==> src/rtl/role_arb_pkg.sv <==
package role_arb_pkg;

   localparam int ROLE_W = 2;

   typedef enum logic [ROLE_W-1:0] {
      ROLE_OFF = 2'b00,
      ROLE_CHK = 2'b01,
      ROLE_MST = 2'b10
   } role_e;

endpackage

==> src/rtl/role_sync.sv <==
module role_sync #(
   parameter int WIDTH  = 1,
   parameter int STAGES = 2
) (
   input  logic             clk,
   input  logic             rst_n,
   input  logic [WIDTH-1:0] d,
   output logic [WIDTH-1:0] q
);

   generate
      if (STAGES == 1) begin : g_single
         logic [WIDTH-1:0] stage_q;
         always_ff @(posedge clk or negedge rst_n) begin
            if (!rst_n) stage_q <= '0;
            else        stage_q <= d;
         end
         assign q = stage_q;
      end else begin : g_chain
         logic [STAGES-1:0][WIDTH-1:0] chain_q;
         always_ff @(posedge clk or negedge rst_n) begin
            if (!rst_n) chain_q <= '0;
            else        chain_q <= {chain_q[STAGES-2:0], d};
         end
         assign q = chain_q[STAGES-1];
      end
   endgenerate

endmodule

==> src/rtl/role_pick.sv <==
module role_pick #(
   parameter int  N_CAND     = 3,
   parameter int  ID_W       = 4,
   parameter int  IDX_W      = 2,
   parameter bit  RESTRICTED = 1'b0
) (
   input  logic [N_CAND-1:0]      elig,
   input  logic [N_CAND*ID_W-1:0] ids,
   output logic                   found,
   output logic [IDX_W-1:0]       best
);

   generate
      if (RESTRICTED) begin : g_pair
         // two-candidate variant: a single compare decides
         logic [ID_W-1:0] id_a, id_b;
         assign id_a = ids[0 +: ID_W];
         assign id_b = ids[ID_W +: ID_W];
         always_comb begin
            found = elig[0] | elig[1];
            if (elig[0] && elig[1])
               best = (id_b < id_a) ? IDX_W'(1) : IDX_W'(0);
            else if (elig[1])
               best = IDX_W'(1);
            else
               best = IDX_W'(0);
         end
      end else begin : g_scan
         logic [ID_W-1:0] best_id;
         always_comb begin
            found   = 1'b0;
            best    = '0;
            best_id = '0;
            for (int i = 0; i < N_CAND; i++) begin
               if (elig[i] && (!found || ids[i*ID_W +: ID_W] < best_id)) begin
                  found   = 1'b1;
                  best    = IDX_W'(i);
                  best_id = ids[i*ID_W +: ID_W];
               end
            end
         end
      end
   endgenerate

endmodule

==> src/rtl/role_hold.sv <==
module role_hold #(
   parameter int N_UNITS = 3,
   parameter int IDX_W   = 2
) (
   input  logic               clk,
   input  logic               rst_n,
   input  logic [N_UNITS-1:0] up_s,
   input  logic               quorum,
   input  logic               found,
   input  logic [IDX_W-1:0]   best,
   output logic               held,
   output logic [IDX_W-1:0]   holder
);

   always_ff @(posedge clk or negedge rst_n) begin
      if (!rst_n) begin
         held   <= 1'b0;
         holder <= '0;
      end else if (held) begin
         if (!up_s[holder]) held <= 1'b0;
      end else if (found && quorum) begin
         held   <= 1'b1;
         holder <= best;
      end
   end

   // an operational holder is never displaced
   p_keep_holder_r4: assert property (@(posedge clk) disable iff (!rst_n)
      (held && up_s[holder]) |=> (held && $stable(holder)));

   // a holder that went offline loses the role on the next edge
   p_drop_offline_r5: assert property (@(posedge clk) disable iff (!rst_n)
      (held && !up_s[holder]) |=> !held);

   // no grant without two operational units
   p_no_grant_alone_r6: assert property (@(posedge clk) disable iff (!rst_n)
      (!held && !quorum) |=> !held);

endmodule

==> src/rtl/role_arbiter.sv <==
module role_arbiter #(
   parameter int N_UNITS     = 3,
   parameter int ID_W        = 4,
   parameter int SYNC_STAGES = 2,
   parameter bit RESTRICTED  = 1'b0
) (
   input  logic                      clk,
   input  logic                      rst_n,
   input  logic [N_UNITS-1:0]        claim_req,
   input  logic [N_UNITS-1:0]        unit_up,
   input  logic [N_UNITS*ID_W-1:0]   node_id,
   output logic [2*N_UNITS-1:0]      role,
   output logic                      master_valid
);
   import role_arb_pkg::*;

   localparam int IDX_W  = (N_UNITS > 1) ? $clog2(N_UNITS) : 1;
   localparam int CNT_W  = $clog2(N_UNITS + 1);
   localparam int N_CAND = RESTRICTED ? 2 : N_UNITS;

   generate
      if (N_UNITS < 2) begin : g_bad_units
         $error("role_arbiter: N_UNITS must be at least 2");
      end
      if (RESTRICTED && N_UNITS < 3) begin : g_bad_restrict
         $error("role_arbiter: restricted mode needs at least 3 units");
      end
      if (SYNC_STAGES < 1) begin : g_bad_sync
         $error("role_arbiter: SYNC_STAGES must be at least 1");
      end
      if (ID_W < 1) begin : g_bad_id
         $error("role_arbiter: ID_W must be at least 1");
      end
   endgenerate

   logic [N_UNITS-1:0] claim_s, up_s, capable, elig;
   logic [CNT_W-1:0]   up_cnt;
   logic               quorum, found, held;
   logic [IDX_W-1:0]   best, holder;
   logic [N_UNITS-1:0] mst_vec;
   role_e              role_v [N_UNITS];

   role_sync #(.WIDTH(N_UNITS), .STAGES(SYNC_STAGES)) u_sync_claim (
      .clk(clk), .rst_n(rst_n), .d(claim_req), .q(claim_s));

   role_sync #(.WIDTH(N_UNITS), .STAGES(SYNC_STAGES)) u_sync_up (
      .clk(clk), .rst_n(rst_n), .d(unit_up), .q(up_s));

   generate
      for (genvar i = 0; i < N_UNITS; i++) begin : g_cap
         assign capable[i] = (i < N_CAND);
      end
   endgenerate

   assign elig = claim_s & up_s & capable;

   always_comb begin
      up_cnt = '0;
      for (int i = 0; i < N_UNITS; i++) up_cnt = up_cnt + CNT_W'(up_s[i]);
   end
   assign quorum = (up_cnt >= CNT_W'(2));

   role_pick #(.N_CAND(N_CAND), .ID_W(ID_W), .IDX_W(IDX_W),
               .RESTRICTED(RESTRICTED)) u_pick (
      .elig (elig[N_CAND-1:0]),
      .ids  (node_id[N_CAND*ID_W-1:0]),
      .found(found),
      .best (best));

   role_hold #(.N_UNITS(N_UNITS), .IDX_W(IDX_W)) u_hold (
      .clk(clk), .rst_n(rst_n), .up_s(up_s), .quorum(quorum),
      .found(found), .best(best), .held(held), .holder(holder));

   always_comb begin
      for (int i = 0; i < N_UNITS; i++) begin
         if (!up_s[i])                           role_v[i] = ROLE_OFF;
         else if (held && holder == IDX_W'(i))   role_v[i] = ROLE_MST;
         else                                    role_v[i] = ROLE_CHK;
         role[2*i +: 2] = role_v[i];
         mst_vec[i]     = (role_v[i] == ROLE_MST);
      end
   end

   assign master_valid = held & up_s[holder] & quorum;

   // never two Masters
   p_single_master_r2: assert property (@(posedge clk) disable iff (!rst_n)
      $onehot0(mst_vec));

   // a valid flag always comes with exactly one Master
   p_valid_has_master_r2: assert property (@(posedge clk) disable iff (!rst_n)
      master_valid |-> ($countones(mst_vec) == 1));

   // the chosen candidate has no eligible rival with a smaller ID
   generate
      for (genvar j = 0; j < N_CAND; j++) begin : g_min_chk
         p_lowest_id_r3: assert property (@(posedge clk) disable iff (!rst_n)
            (found && elig[j]) |->
               (node_id[best*ID_W +: ID_W] <= node_id[j*ID_W +: ID_W]));
      end
   endgenerate

endmodule

==> config.mk <==
export PLATFORM = sky130hd
export DESIGN_NAME = role_arbiter
export DESIGN_NICKNAME = d
export VERILOG_FILES = /design/src/rtl/role_arb_pkg.sv /design/src/rtl/role_sync.sv /design/src/rtl/role_pick.sv /design/src/rtl/role_hold.sv /design/src/rtl/role_arbiter.sv
export SDC_FILE = /design/constraint.sdc
export NUM_CORES = 1
export LEC_CHECK = 0
export ABC_AREA = 1
export BUFFER_PORTS_ARGS = -buffer_cell sky130_fd_sc_hd__buf_2
export CAP_MARGIN = 20
export CELL_PAD_IN_SITES_DETAIL_PLACEMENT = 1
export CELL_PAD_IN_SITES_GLOBAL_PLACEMENT = 1
export CORE_MARGIN = 3
export CORE_UTILIZATION = 25
export DETAILED_ROUTE_END_ITERATION = 8
export MAX_ROUTING_LAYER = met4
export PLACE_DENSITY = 0.63
export SETUP_SLACK_MARGIN = 0.2
export SYNTH_ARGS = -nofsm -noshare
export SYNTH_HDL_FRONTEND = slang
export SYNTH_HIERARCHICAL = 1
export SYNTH_SLANG_ARGS = --single-unit
==> constraint.sdc <==
create_clock -name clk -period 2.74 [get_ports clk]
set_input_delay 0.548 -clock clk [delete_from_list [all_inputs] [get_ports clk]]
set_output_delay 0.548 -clock clk [all_outputs]
set_load 0.005 [all_outputs]
==> results.json, run 1 <==
{
  "rsz0062_at_grt": "yes",
  "use_met1_pct": 9.81,
  "outcome": "completed",
  "ys.flop_type": "dfrtp_1",
  "cp.required_ps": 2940,
  "synth_area_leader_cell": "dfrtp_1",
  "crit_type": "register to register",
  "synthAdderAreaFrac_pct": 9.83,
  "p_leak_nw": 0.680,
  "synth_most_common_cell": "nand2_1",
  "end_kind": "register",
  "cp-start-kind": "register",
  "p_seq_share_pct": 47.9,
  "synth_compound_area_share_pct": 7.58,
  "clkLatencyLatePin_ps": 270,
  "wire_per_inst_um": 9.80,
  "syn-num-nets": 143,
  "hold_viol": 0,
  "port_buffers": 26,
  "pwr-share-comb_pct": 33.2,
  "std_cell_rows": 21,
  "coreArea_mm2": 0.00339,
  "syn_area_um2": 891,
  "ant_nets": 0,
  "reg2reg_from": "u_sync_up/q[0]$_DFF_PN0_",
  "ys_types": 16,
  "muxShareOfSynthArea_pct": 0,
  "synth_edf_count": 0,
  "fp.dieH_um": 65.7,
  "grt_max_degree": 16,
  "cp_common_cell": "nand2_2",
  "power.total_mw": 0.607,
  "synth_top_family_by_area": "simple AND/OR/NAND/NOR gates",
  "p_int_mw": 0.391,
  "nFillCells": 424,
  "netSwitchingFraction_pct": 35.6,
  "path_clk_slew_ps": 80,
  "start_util_pct": 26.3,
  "cpPeakStageDelay_ps": 350,
  "drc": 0,
  "gp_congestion": 0.774,
  "path_max_fanout": 8,
  "synth_area_per_cell_um2": 7.68,
  "setup-tns-final_ps": 0,
  "synth_top_area_share_pct": 42.1,
  "cap_violations": 0,
  "ys_seq_area_share_pct": 42.1,
  "cts_root_buf": "clkbuf_4",
  "hpwl_um": 1500,
  "use_met3_pct": 1.88,
  "drtPass1Iterations": 3,
  "synth_commonest_cells": "nand2_1, inv_1, dfrtp_1",
  "clk_path_buf_depth": 2,
  "yosys_warnings": 6,
  "areaGrowthSynthToFinish_pct": 30.8,
  "synthCells": 116,
  "met2_usage_pct": 18.3,
  "fin_crit_sh_pct": 86.9,
  "drt-initial-drc-count": 12,
  "cts.sinks": 15,
  "min_period_ps": 2380,
  "cts_made_buffers": 3,
  "tightestPinTransition_ps": 306,
  "die-area_mm2": 0.00432,
  "synth-seq-cells": 15,
  "ys_async_sr_fraction_pct": 100,
  "slowest_stage": "dfrtp_1",
  "drt_wl_total_um": 1860,
  "die_x_um": 65.7,
  "antenna_found_initial": 0,
  "finClkSkew_ps": 2.79,
  "drive_above_1_share_pct": 40.3,
  "overflow": 0,
  "grt_pass1_vias": 856,
  "cts_tree": "done",
  "track_usage_pct": 9.64,
  "diodes": 0,
  "yosys.area_share.simple_pct": 24.4,
  "final_nets": 172,
  "final-setup-viol-count": 0,
  "whs_ps": 155,
  "p_clk_share_pct": 18.9,
  "cp_cell_sequence": "nand2_1 > inv_2 > nand2_2 > ha_4 > a21oi_2 > nand2_2 > nand2_2 > nand2_4 > nand2_1 > o21ai_1 > ha_1 > nand2_1 > inv_1 > nand2_1 > nand2_2 > nand2_2 > a21oi_2 > nor2_1 > a21oi_1",
  "cts_hold_buf": 0,
  "arrival_ps": 2580,
  "top_usage_layer": "met2",
  "via_count": 789,
  "maxSlewViolCount": 0,
  "grt_pass1_wl_um": 3260,
  "synth.area.top_cells": "dfrtp_1, nand2_1, ha_1, inv_1, buf_4",
  "synth-xor-area-share_pct": 0,
  "p_sw_mw": 0.216,
  "fmax_mhz": 420,
  "power_density_mw_per_mm2": 521,
  "htree_num_levels": 1,
  "ir_drop_mv": 0.246,
  "hold_class": "input port to async pin",
  "slew_headroom_pct": 79.6,
  "setup.worst_path.start": "u_sync_up/q[0]$_DFF_PN0_",
  "via_per_inst": 4.15,
  "io-pin-count": 27
}
-- final cells by class --
type	count	area (um^2)	area share, %
flip-flops and latches	15	375	32.2
inverters	26	97.6	8.38
well taps	46	57.6	4.94
clock buffers	3	22.5	1.93
repair buffers	30	160	13.7
multi-input cells	69	447	38.3
clock inverters	1	5.00	0.430
-- registers in the layout, indices dropped and copies added, names as in the netlist --
register / cells
u_hold/held: 1
u_hold/holder: 2
u_sync_claim/g_chain.chain_q: 3
u_sync_claim/q: 3
u_sync_up/g_chain.chain_q: 3
u_sync_up/q: 3
-- metal layers --
metal  vias up  routed length [um]
met5         -                   0
met1       367                 806
met4         0                   6
met3         2                  81
met2        16                 968
li1        404                   -
-- layout by cell type, fill, tap and decap left out, types with 4 or more instances in the layout --
cell,count
inv_2,4
a21oi_1,4
a21oi_2,4
nand3_1,7
ha_1,4
dfrtp_1,15
buf_4,4
nand2_1,26
nor2_1,4
inv_1,22
buf_2,26
nand2_2,9
-- critical path: cells and delay by family, from the launching register on --
kind / cells / cell delay [ps]
AOI/OAI and AO/OA: 4 / 450
adders and majority gates: 2 / 570
buffers and inverters: 2 / 170
DFF: 1 / 350
and+or+nand+nor: 11 / 760
-- repair_timing --
item / CTS / global route
setup buffers: 1 / 3
resized for setup: 1 / 15
endpoints found under the hold margin: 0 / 0
pin swaps: 0 / 16
endpoints found under the setup margin: 2 / 2
-- kinds of logic (layout without fill, tap and decap cells) --
| logic type | after synthesis | in the layout |
|---|---|---|
| AO/OA/AOI/OAI | 12 | 12 |
| adder cells (fa/ha/maj) | 7 | 7 |
| flip-flops | 15 | 15 |
| buffers and inverters | 32 | 60 |
| AND/OR/NAND/NOR | 50 | 50 |
-- path summary, 6_finish.rpt --
check / cells past startpoint / endpoint / slack (ps)
worst max-delay path: 19 / u_hold/holder[0]$_DFFE_PN0P_ / 360
worst min-delay path: 1 / u_sync_up/g_chain.chain_q[1]$_DFF_PN0_ / 160
worst max register to register: 19 / u_hold/holder[0]$_DFFE_PN0P_ / 360
worst min register to register: 0 / u_sync_claim/q[0]$_DFF_PN0_ / 350
max in group asynchronous: 1 / u_hold/holder[0]$_DFFE_PN0P_ / 2350
min in group clk: 0 / u_sync_claim/q[0]$_DFF_PN0_ / 350
-- through the flow --
stage          worst slack, ps  cells  area, um^2  util, %
2_1_floorplan              460    116         891        -
3_3_place_gp               204    182        1030     30.5
3_5_place_dp               102    182        1030     30.5
4_1_cts                    222    187        1070     31.5
5_1_grt                    109    190        1160     34.4
6_report                   359    190        1160     34.4
-- power groups by stage --
stage / Combinational (mW) / Sequential [mW] / Clock, mW
6_report: 0.202 / 0.290 / 0.115
4_1_cts: 0.187 / 0.291 / 0.122
3_3_place_gp: 0.176 / 0.294 / 0
5_1_grt: 0.243 / 0.297 / 0.132
2_1_floorplan: 0.133 / 0.285 / 0
3_5_place_dp: 0.185 / 0.296 / 0
(Power assumes the default switching activity.)
==> run 2, diff against run 1 <==
ABC_AREA = not set   (was 1)
PLACE_DENSITY = 0.6   (was 0.63)
==> run 2 against run 1 <==
Net effect: global-route usage up 0.38 points; wire length up 13%; core utilization grew 3.8 points; sequential cell count is the same; largest power group unchanged; power is 16% higher; worst setup slack got worse by 280 ps.
==> results.json, run 2 <==
{
  "clk_path_buf_depth": 2,
  "reg2reg_from": "u_sync_up/q[0]$_DFF_PN0_",
  "ys_async_sr_fraction_pct": 100,
  "r2r_setup_slack_ps": 80,
  "dpl_worst_slack_ps": -82.0,
  "fmax_mhz": 375,
  "drive_above_1_share_pct": 56.1,
  "ir_drop_mv": 0.251,
  "power_density_mw_per_mm2": 533,
  "ys.flop_type": "dfrtp_1",
  "arrival_ps": 2790,
  "syn_area_um2": 931,
  "nFillCells": 420,
  "wire_per_inst_um": 12.4,
  "cp-start-kind": "register",
  "gp_congestion": 0.835,
  "finClkSkew_ps": 0.215,
  "drt_wl_total_um": 2100,
  "cp.required_ps": 2870,
  "slowest_stage": "dfrtp_1",
  "die_x_um": 67.0,
  "areaGrowthSynthToFinish_pct": 42.3,
  "drc": 0,
  "cpPeakStageDelay_ps": 350,
  "critPathBufInv": 0,
  "maxSlewViolCount": 0,
  "port_buffers": 26,
  "postLayoutSetupSlackWorst_ps": 76.5,
  "stdcell_count": 169,
  "slew_headroom_pct": 78.2,
  "grt_pass1_vias": 766,
  "r2r_cells": 13,
  "synth_edf_count": 0,
  "via_per_inst": 4.49,
  "power.total_mw": 0.707,
  "fin_crit_sh_pct": 97.2,
  "outcome": "completed",
  "p_clk_share_pct": 24.6,
  "std_cell_rows": 21,
  "final_nets": 151,
  "hold_class": "input port to async pin",
  "cpLargestDelayFamily": "simple AND/OR/NAND/NOR gates",
  "path_max_fanout": 4,
  "final-setup-viol-count": 0,
  "cts_hold_buf": 0,
  "cp_common_cell": "and2_4",
  "tightestPinTransition_ps": 326,
  "p_int_mw": 0.489,
  "pwr-share-comb_pct": 32.4,
  "cts_root_buf": "clkbuf_8",
  "cts.sinks": 15,
  "via_count": 759,
  "track_usage_pct": 10.0,
  "synthCells": 87,
  "synth_most_common_cell": "dfrtp_1",
  "p_seq_share_pct": 43.0,
  "synth-seq-cells": 15,
  "worstReg2RegEnd": "u_hold/holder[0]$_DFFE_PN0P_",
  "final_common_cell": "buf_2",
  "hpwl_um": 1710,
  "cts_made_buffers": 3,
  "p_sw_mw": 0.218,
  "antenna_found_initial": 0,
  "netSwitchingFraction_pct": 30.8,
  "synth_area_per_cell_um2": 10.7,
  "p_leak_nw": 0.650,
  "whs_ps": 196,
  "overflow": 0,
  "grt_max_degree": 16,
  "drtPass1Iterations": 2,
  "crit_type": "register to register",
  "path_clk_slew_ps": 60,
  "ys_seq_area_share_pct": 40.3,
  "drt-initial-drc-count": 12,
  "rsz0062_at_grt": "yes",
  "end_kind": "register",
  "dp_cells": 162,
  "die-area_mm2": 0.00449,
  "setup-tns-final_ps": 0,
  "synth_area_leader_cell": "dfrtp_1",
  "synth.area.top_cells": "dfrtp_1, ha_1, buf_4, mux2_4, nand2_1",
  "clkLatencyLatePin_ps": 240,
  "min_period_ps": 2660,
  "yosys_warnings": 6,
  "syn-num-nets": 114,
  "cap_violations": 0,
  "grt_pass1_wl_um": 3330,
  "io-pin-count": 27,
  "cp_cell_sequence": "and2_4 > nand2_4 > ha_4 > o211ai_4 > o211ai_2 > and2_4 > a22oi_2 > ha_1 > nand2_1 > and3_4 > a32oi_2 > and3_1 > mux2_4",
  "diodes": 0,
  "synth_commonest_cells": "dfrtp_1, nand2_1, ha_1, inv_1, buf_4",
  "fp.dieH_um": 67.0,
  "cts_tree": "done",
  "start_util_pct": 26.8,
  "ant_nets": 0,
  "htree_num_levels": 1,
  "ys_types": 32,
  "synth_top_area_share_pct": 40.3,
  "coreArea_mm2": 0.00347,
  "final_cell_mix": "buf_2, dfrtp_1, buf_4, inv_1, nand2_1",
  "hold_viol": 0
}
[run 2: cell count changes after synthesis, sizes merged, moves of 3 or more]
| cell | change |
|---|---|
| a21oi | -5 |
| a22oi | +3 |
| and2 | +5 |
| inv | -19 |
| nand2 | -28 |
| nand3 | -7 |
| nand4b | +3 |
| nor2 | -3 |
[run 2: kinds of logic after synthesis]
kind of cell	after synthesis	synth area share, %
AND/OR/NAND/NOR	28	20.3
adder cells (fa/ha/maj)	7	9.41
AO/OA/AOI/OAI	20	16.8
buffers and inverters	14	8.87
multiplexers	3	4.30
flip-flops	15	40.3
[run 2: stage by stage]
stage | util (%) | area [um^2]
after floorplan | - | 1010
after global routing | 38.2 | 1330
after global placement | 34.8 | 1210
final | 38.2 | 1330
after CTS | 36.9 | 1280
after detailed placement | 34.8 | 1210
[run 2: worst max-delay path by stage]
stage	from	end	slack, ps	depth (start not counted)
after floorplan	u_sync_claim/q[0]$_DFF_PN0_	u_hold/holder[0]$_DFFE_PN0P_	40	15
after global placement	node_id[3]	u_hold/holder[0]$_DFFE_PN0P_	-50	13
after detailed placement	node_id[1]	u_hold/holder[0]$_DFFE_PN0P_	-80	13
after CTS	u_sync_up/q[0]$_DFF_PN0_	u_hold/holder[0]$_DFFE_PN0P_	20	13
after global routing	u_sync_up/q[0]$_DFF_PN0_	u_hold/holder[0]$_DFFE_PN0P_	-80	13
final	u_sync_up/q[0]$_DFF_PN0_	u_hold/holder[0]$_DFFE_PN0P_	80	13
[run 2: power groups by stage]
stage | Sequential, mW | Clock (mW) | Combinational, mW
2_1_floorplan | 0.290 | 0 | 0.153
3_3_place_gp | 0.304 | 0 | 0.208
3_5_place_dp | 0.308 | 0 | 0.213
4_1_cts | 0.305 | 0.180 | 0.217
5_1_grt | 0.311 | 0.196 | 0.252
6_report | 0.304 | 0.174 | 0.229
[run 2: per-layer routing]
| metal | track usage, % | vias up | wire length (um) | part of all wire [%] |
|---|---|---|---|---|
| li1 | - | 376 | - | - |
| met1 | 11.0 | 370 | 881 | 42 |
| met2 | 18.0 | 13 | 1170 | 56 |
| met3 | 2.53 | 0 | 50 | 2.4 |
| met4 | 2.28 | 0 | 0 | 0 |
| met5 | - | - | 0 | 0 |
[run 2: cell type report]
cell class	count	area, um^2	area share, %
inverters	7	26.3	1.98
clock buffers	3	41.3	3.12
repair buffers	39	228	17.2
multi-input cells	58	592	44.7
well taps	46	57.6	4.34
flip-flops and latches	15	375	28.3
clock inverters	1	5.00	0.378
[run 2: timing repair]
action,4_1_cts,5_1_grt
pin swaps,9,8
gates resized for setup,2,7
endpoints found under the setup margin,2,2
setup buffers,2,1
